$ cat src/rtl/serial_dual_divider.sv
module serial_dual_divider #(
  parameter int W         = 14,
  parameter int MIN_RATIO = 3,
  parameter int DEF_RATIO = 3
) (
  input  logic clk,
  input  logic rst_n,
  input  logic ser_clk,
  input  logic ser_data,
  input  logic ser_load,
  input  logic vco_in,
  output logic ref_div_out,
  output logic fb_div_out,
  output logic ser_out
);
  localparam int FRAME = W + 1;
  localparam logic [W-1:0] ONE  = W'(1);
  localparam logic [W-1:0] MINV = W'(MIN_RATIO);
  localparam logic [W-1:0] DEFV = W'(DEF_RATIO);

  logic [2:0]       sck_q, vco_q;
  logic [1:0]       dat_q, ld_q;
  logic [FRAME-1:0] sr;
  logic [W-1:0]     ref_lat, fb_lat, ref_cnt, fb_cnt;

  wire sck_rise = sck_q[1] & ~sck_q[2];
  wire vco_rise = vco_q[1] & ~vco_q[2];
  wire [W-1:0] ratio_in  = sr[FRAME-1:1];
  wire [W-1:0] ratio_cl  = (ratio_in < MINV) ? MINV : ratio_in;

  assign ser_out = sr[FRAME-1];

  always_ff @(posedge clk or negedge rst_n)
    if (!rst_n) begin
      sck_q <= '0; vco_q <= '0; dat_q <= '0; ld_q <= '0;
    end else begin
      sck_q <= {sck_q[1:0], ser_clk};
      vco_q <= {vco_q[1:0], vco_in};
      dat_q <= {dat_q[0], ser_data};
      ld_q  <= {ld_q[0], ser_load};
    end

  always_ff @(posedge clk or negedge rst_n)
    if (!rst_n)        sr <= '0;
    else if (sck_rise) sr <= {sr[FRAME-2:0], dat_q[1]};

  always_ff @(posedge clk or negedge rst_n)
    if (!rst_n) begin
      ref_lat <= DEFV;
      fb_lat  <= DEFV;
    end else if (ld_q[1]) begin
      if (sr[0]) ref_lat <= ratio_cl;
      else       fb_lat  <= ratio_cl;
    end

  always_ff @(posedge clk or negedge rst_n)
    if (!rst_n) begin
      ref_cnt     <= DEFV - ONE;
      ref_div_out <= 1'b0;
    end else begin
      ref_cnt     <= (ref_cnt == '0) ? ref_lat - ONE : ref_cnt - ONE;
      ref_div_out <= (ref_cnt == '0);
    end

  always_ff @(posedge clk or negedge rst_n)
    if (!rst_n) begin
      fb_cnt     <= DEFV - ONE;
      fb_div_out <= 1'b0;
    end else begin
      if (vco_rise) fb_cnt <= (fb_cnt == '0) ? fb_lat - ONE : fb_cnt - ONE;
      fb_div_out <= vco_rise && (fb_cnt == '0);
    end

  AST_RATIO_FLOOR: assert property (@(posedge clk) disable iff (!rst_n) ref_lat >= MINV && fb_lat >= MINV);
  AST_LATCH_HOLD: assert property (@(posedge clk) disable iff (!rst_n) !ld_q[1] |=> $stable(ref_lat) && $stable(fb_lat));
  AST_REF_SINGLE: assert property (@(posedge clk) disable iff (!rst_n) ref_div_out |=> !ref_div_out);
  AST_FB_SINGLE: assert property (@(posedge clk) disable iff (!rst_n) fb_div_out |=> !fb_div_out);
endmodule

$ cat config.mk
export PLATFORM = sky130hd
export DESIGN_NAME = serial_dual_divider
export DESIGN_NICKNAME = d
export VERILOG_FILES = /design/src/rtl/serial_dual_divider.sv
export SDC_FILE = /design/constraint.sdc
export NUM_CORES = 1
export LEC_CHECK = 0
export ABC_AREA = 0
export BUFFER_PORTS_ARGS = -buffer_cell sky130_fd_sc_hd__buf_2
export CORE_MARGIN = 3
export CORE_UTILIZATION = 48
export CTS_CLUSTER_SIZE = 28
export DETAILED_ROUTE_END_ITERATION = 10
export MAX_ROUTING_LAYER = met4
export PLACE_DENSITY = 0.63
export SYNTH_ARGS = -nofsm -noshare
export SYNTH_HDL_FRONTEND = slang
export SYNTH_SLANG_ARGS = --single-unit
$ cat constraint.sdc
create_clock -name clk -period 7.9 [get_ports clk]
set_input_delay 0.395 -clock clk [delete_from_list [all_inputs] [get_ports clk]]
set_output_delay 0.395 -clock clk [all_outputs]
set_load 0.01 [all_outputs]
==> qor.yml, run 1 <==
status: "complete, no violations"
initialDrtViolationCount: 138
coreArea_mm2: 0.00789
dieArea_mm2: 0.00938
post_cts_resized: 0
routedWlPerCell_um: 17.4
startpoint_type: "register"
tns_ns: 0
power_switching_share: 0.333
rr_startpoint: "ref_cnt[1]$_DFF_PN1_"
dp_hpwl_um: 5700
clockRootBuffer: "clkbuf_8"
netlist_instances: 355
slowest_delay_ns: 0.63
ant_nets: 0
worst_pin_slew_ns: 1.02
antenna_found_initial: 0
vias: 2873
hold_start: "ser_load"
fillerInstances: 691
hold_viol: 0
timing.final.max_slew_violations: 0
postCtsSetupBuffers: 0
cts_sinks: 83
cts_tree: "done"
reg2reg_depth: 9
setup_viol: 0
timing.fmax_mhz: 289
ir_worst_vdd_mv: 0.176
p_leak_nw: 1.70
p_total_mw: 1.34
ios: 9
synth_edf_count: 0
slowest_stage: "nor3b_1"
path_cells: "nor4_1 > nand4_1 > inv_1 > a21oi_1 > ha_1 > nor3b_1 > o211ai_1 > nand2b_1 > a221o_1"
grt_usage: 0.186
drive_gt1_frac: 0.233
p_sw_mw: 0.448
syn_area_per_cell_um2: 11.2
wl_um: 8180
synthArstFlopShare: 1.00
cts_buffer_depth: 2
comb_power_share: 0.203
required_ns: 8.13
seqPwrFrac: 0.536
cp-end-kind: "register"
synthesis.nets: 363
dr.pass1.iters: 4
ys.flop_type: "dfrtp_1"
worstPathMaxFanout: 15
num_rows: 32
cts_hold_buf: 0
synth_area_mm2: 0.00396
period_minus_slack_ns: 3.46
insertedDiodeCount: 0
ys_seq_area_frac: 0.526
power_density_mw_per_mm2: 310
drv_cap: 0
cp_data_arrival_time_ns: 3.69
hold_path.class: "input port to register"
synth_cell_types: 61
pwr-share-clk: 0.261
critPathKind: "register to register"
gr-total-overflow: 0
min_to: "ld_q[0]$_DFF_PN0_"
yosys_warnings: 0
fin_skew_ns: 0.0113
drc: 0
multi_input_area_mm2: 0.00181
synth-seq-cells: 83
fp.dieH_um: 96.9
initial_core_util: 0.503
grt_pass1_vias: 2823
place.gp.congestion: 0.893
final_min_period_over_clock_period: 0.438
grt_pass1_wl_um: 13900
clkSlewWorstSetupHoldPaths_ns: 0.09
clk-insertion-delay-late_ns: 0.35
rsz0062_at_grt: "false"
die_x_um: 96.9
regArea_mm2: 0.00208
areaGrowthSynthToFinish_pct: 9.28
htree_levels: 3
slew_headroom: 0.323
nets: 372
io_buffers: 8
internal_power_mw: 0.896
final_util: 0.549
grt_max_degree: 84
cts_buffers: 9
timing.reg2reg.setup_slack_ns: 4.44
timing.rr.end: "ref_cnt[8]$_DFF_PN0_"
avgViaCountPerCell: 6.10
whs_path_depth: 1
final cells by class:
class	instances	area share
well taps	102	0.0295
inverters	3	0.00260
repair buffers	11	0.0150
multi-input cells	256	0.417
clock inverters	5	0.0196
flip-flops and latches	83	0.481
clock buffers	11	0.0350
layer usage:
| metal | track usage | routed length [um] | vias to the layer above |
|---|---|---|---|
| met4 | 0.0421 | 78 | 0 |
| met2 | 0.263 | 3610 | 53 |
| met1 | 0.269 | 4060 | 1434 |
| met5 | - | 0 | - |
| li1 | - | - | 1375 |
| met3 | 0.0505 | 436 | 11 |
kinds of logic (layout without fill, tap and decap cells):
group / after synthesis / in the layout / share of synthesized area
and+or+nand+nor: 123 / 123 / 0.175
DFF: 83 / 83 / 0.526
AOI/OAI and AO/OA: 82 / 82 / 0.142
muxes: 39 / 39 / 0.111
buffers and inverters: 16 / 30 / 0.0183
xor gates and xnor gates: 10 / 10 / 0.0221
adders and majority gates: 2 / 2 / 0.00631
worst max-delay path by stage:
stage	startpoint	to	slack, ns	depth (start not counted)
after floorplan	fb_cnt[1]$_DFFE_PN1P_	fb_cnt[8]$_DFFE_PN0P_	5.09	11
after global placement	ref_cnt[1]$_DFF_PN1_	ref_cnt[8]$_DFF_PN0_	4.67	9
after detailed placement	ref_cnt[1]$_DFF_PN1_	ref_cnt[8]$_DFF_PN0_	4.49	9
after CTS	ref_cnt[1]$_DFF_PN1_	ref_cnt[8]$_DFF_PN0_	4.49	9
after global routing	ref_cnt[1]$_DFF_PN1_	ref_cnt[8]$_DFF_PN0_	4.10	9
final	ref_cnt[1]$_DFF_PN1_	ref_cnt[8]$_DFF_PN0_	4.44	9
worst max-delay path, delay by kind of cell (launching register included):
kind                       cells  cell delay (ns)
AOI/OAI and AO/OA              3             0.96
adders and majority gates      1             0.23
buffers and inverters          1             0.31
DFF                            1             0.56
and+or+nand+nor                4             1.28
per-stage QoR:
stage	setup slack [ns]	hold slack (ns)	cells	area [um^2]
floorplan	5.09	0.0994	355	3960
detailed placement	4.49	0.336	455	4100
global placement	4.67	0.335	455	4100
global route	4.10	0.120	471	4330
finish	4.44	0.143	471	4330
CTS	4.49	0.126	471	4330
power by group through the flow:
| stage | Sequential [mW] | Clock [mW] | Combinational (mW) |
|---|---|---|---|
| floorplan | 0.666 | 0 | 0.223 |
| global placement | 0.725 | 0 | 0.266 |
| detailed placement | 0.725 | 0 | 0.274 |
| CTS | 0.718 | 0.359 | 0.275 |
| global route | 0.743 | 0.377 | 0.305 |
| finish | 0.719 | 0.351 | 0.273 |
cell usage after synthesis, drive strengths merged (6+ instances only):
library cell | instances | area [um^2]
dfrtp | 77 | 1930
mux2 | 39 | 439
a21oi | 22 | 110
nand2 | 20 | 75.1
nor3 | 20 | 105
o21ai | 20 | 100
nor2 | 19 | 73.8
nor4 | 19 | 125
clkbuf | 9 | 35.0
or3 | 8 | 50.1
or4 | 8 | 67.6
nand3 | 7 | 35.0
o211ai | 7 | 67.6
dfstp | 6 | 158
xnor2 | 6 | 52.6
registers in the layout (all words and copies together) (netlist names):
name / flops
sr: 15
fb_cnt: 14
fb_lat: 14
ref_cnt: 14
ref_lat: 14
sck_q: 3
vco_q: 3
dat_q: 2
ld_q: 2
fb_div_out: 1
ref_div_out: 1
cell usage in the layout, fill, tap and decap left out, drive strengths merged, types with 7 or more instances in the layout:
cell type  Yosys  final
dfrtp         77     77
mux2          39     39
a21oi         22     22
nand2         20     20
nor3          20     20
o21ai         20     20
nor4          19     19
nor2          19     19
clkbuf         9     11
buf            4     11
or3            8      8
or4            8      8
nand3          7      7
o211ai         7      7
Power figures use the tool's default switching activity.
==> run 2, diff against run 1 <==
--- a/config.mk
+++ b/config.mk
@@ -12,7 +12,7 @@
 export CTS_CLUSTER_SIZE = 28
 export DETAILED_ROUTE_END_ITERATION = 10
 export MAX_ROUTING_LAYER = met4
-export PLACE_DENSITY = 0.63
+export PLACE_DENSITY = 0.65
 export SYNTH_ARGS = -nofsm -noshare
 export SYNTH_HDL_FRONTEND = slang
 export SYNTH_SLANG_ARGS = --single-unit
==> constraint.sdc (replaced) <==
create_clock -name clk -period 2.85 [get_ports clk]
set_input_delay 0.1425 -clock clk [delete_from_list [all_inputs] [get_ports clk]]
set_output_delay 0.1425 -clock clk [all_outputs]
set_load 0.01 [all_outputs]
==> qor.yml, run 2 (same netlist as run 1, synthesis figures left out) <==
status: "complete, but fails checks"
violations: "hold timing"
reg2reg_depth: 9  # unchanged
io_buffers: 8  # unchanged
antenna_found_initial: 0  # unchanged
coreArea_mm2: 0.00789  # unchanged
htree_levels: 3  # unchanged
cts_tree: "done"
dp_slack_ns: 0.103  # -4.39 ns
num_rows: 32  # unchanged
final_common_cell: "dfrtp_1"
initialDrtViolationCount: 244  # +77%
rr_startpoint: "fb_cnt[4]$_DFFE_PN0P_"
cts_buffers: 9  # unchanged
wl_um: 8490  # +3.8%
clockRootBuffer: "clkbuf_8"
wl_met2_um: 3760  # +4.2%
hold_viol: 28  # +28
ios: 9  # unchanged
place.gp.congestion: 0.911  # +2.0%
tns_ns: 0  # unchanged
layout_common_cells: "dfrtp_1, mux2_2, a21oi_1, nand2_1"
worstPathMaxFanout: 5  # -10
fillerInstances: 654  # -5.4%
drive_gt1_frac: 0.259  # +0.0260
avgViaCountPerCell: 6.03  # -1.1%
period_minus_slack_ns: 2.69  # -0.768 ns
critPathKind: "register to register"
rsz0062_at_grt: "false"
postLayoutCellArea_mm2: 0.00446  # +3.0%
grt_pass1_vias: 2774  # -1.7%
dp_hpwl_um: 5800  # +1.7%
cp_data_arrival_time_ns: 2.94  # -0.75 ns
worst_pin_slew_ns: 1.04  # +0.0202 ns
insertedDiodeCount: 0  # unchanged
drv_cap: 0  # unchanged
slew_headroom: 0.309  # -0.0135
hold_path.class: "input port to asynchronous set/reset pin"
highest_layer: "met4"
timing.fmax_mhz: 372  # +29%
cts_sinks: 83  # unchanged
final_min_period_over_clock_period: 0.944  # +0.506
wl_met3_um: 430  # -1.4%
routedWlPerCell_um: 17.4  # +0.16%
die_x_um: 96.9  # unchanged
wl_met1_um: 4170  # +2.7%
cp-end-kind: "register"
areaGrowthSynthToFinish_pct: 12.5
gr-total-overflow: 0  # unchanged
fin_skew_ns: 0.00746  # -0.00386 ns
vias: 2943  # +2.4%
hold_slack_ns: -0.0330  # -0.176 ns
nets: 389  # +4.6%
ant_nets: 0  # unchanged
p_leak_nw: 1.77  # +4.1%
timing.rr.end: "fb_cnt[8]$_DFFE_PN0P_"
cts_buffer_depth: 2  # unchanged
dieArea_mm2: 0.00938  # unchanged
ir_worst_vdd_mv: 0.471  # +170%
initial_core_util: 0.503  # unchanged
grt_pass1_wl_um: 14500  # +4.0%
grt_max_degree: 84  # unchanged
setup_viol: 0  # unchanged
clk-insertion-delay-late_ns: 0.35  # about the same
placed_area_mm2: 0.00419  # +2.4%
timing.final.max_slew_violations: 0  # unchanged
drc: 0  # unchanged
top_register: "sr"
startpoint_type: "register"
required_ns: 3.10  # -5.03 ns
startpoint: "fb_cnt[4]$_DFFE_PN0P_"
power_density_mw_per_mm2: 831  # +170%
worst_slack_ns: 0.159  # -4.28 ns
largest_reg_flops: 15  # unchanged
dr.pass1.iters: 4  # unchanged
grt_usage: 0.194  # +0.00805
fp.dieH_um: 96.9  # unchanged
timing.reg2reg.setup_slack_ns: 0.16  # -4.28 ns
clkSlewWorstSetupHoldPaths_ns: 0.08  # about the same
[run 2: final cells by class]
cell class,count,area (um^2),area share
inverter,3,11.3,0.00252
sequential,83,2080,0.467
clock inverter,5,80.1,0.0180
tap,102,128,0.0286
multi-input combinational,256,1820,0.409
timing repair buffer,28,203,0.0454
clock buffer,11,131,0.0295
[run 2: power breakdown]
group          switching [mW]  internal, mW
registers               0.430          1.54
logic                   0.402         0.437
clock network           0.409         0.493
[run 2: worst max-delay path: stages, from the launching register on]
cell and delay (ns):
dfrtp_1 0.41, or4_4 0.58, nor4_2 0.39, a21oi_1 0.16, ha_1 0.23, or4b_2 0.25, nor3_2 0.06, o21ai_1 0.15
a21oi_1 0.12, o2bb2a_4 0.24
[run 2: stage by stage]
stage,utilization,power (mW),cells
finish,0.566,3.71,488
global route,0.566,3.96,488
CTS,0.563,3.73,488
detailed placement,0.532,2.81,468
global placement,0.532,2.79,468
floorplan,-,2.46,355
[run 2: worst max-delay path by stage]
stage                                  end  cells past startpoint
global route        fb_cnt[12]$_DFFE_PN0P_                      9
global placement     fb_cnt[8]$_DFFE_PN0P_                      9
CTS                  fb_cnt[8]$_DFFE_PN0P_                      9
detailed placement   fb_cnt[8]$_DFFE_PN0P_                      9
finish               fb_cnt[8]$_DFFE_PN0P_                      9
floorplan            fb_cnt[8]$_DFFE_PN0P_                     11
[run 2: layer usage]
metal,track usage,vias to the layer above
li1,-,1399
met1,0.288,1456
met2,0.266,75
met3,0.0469,13
met4,0.0540,0
met5,-,-
[run 2: repair_timing]
action / 4_1_cts / 5_1_grt
hold endpoints to repair: 4 / 0
setup buffers: 0 / 0
endpoints found under the setup margin: 0 / 3
hold buffers: 4 / 0
resized for setup: 0 / 3
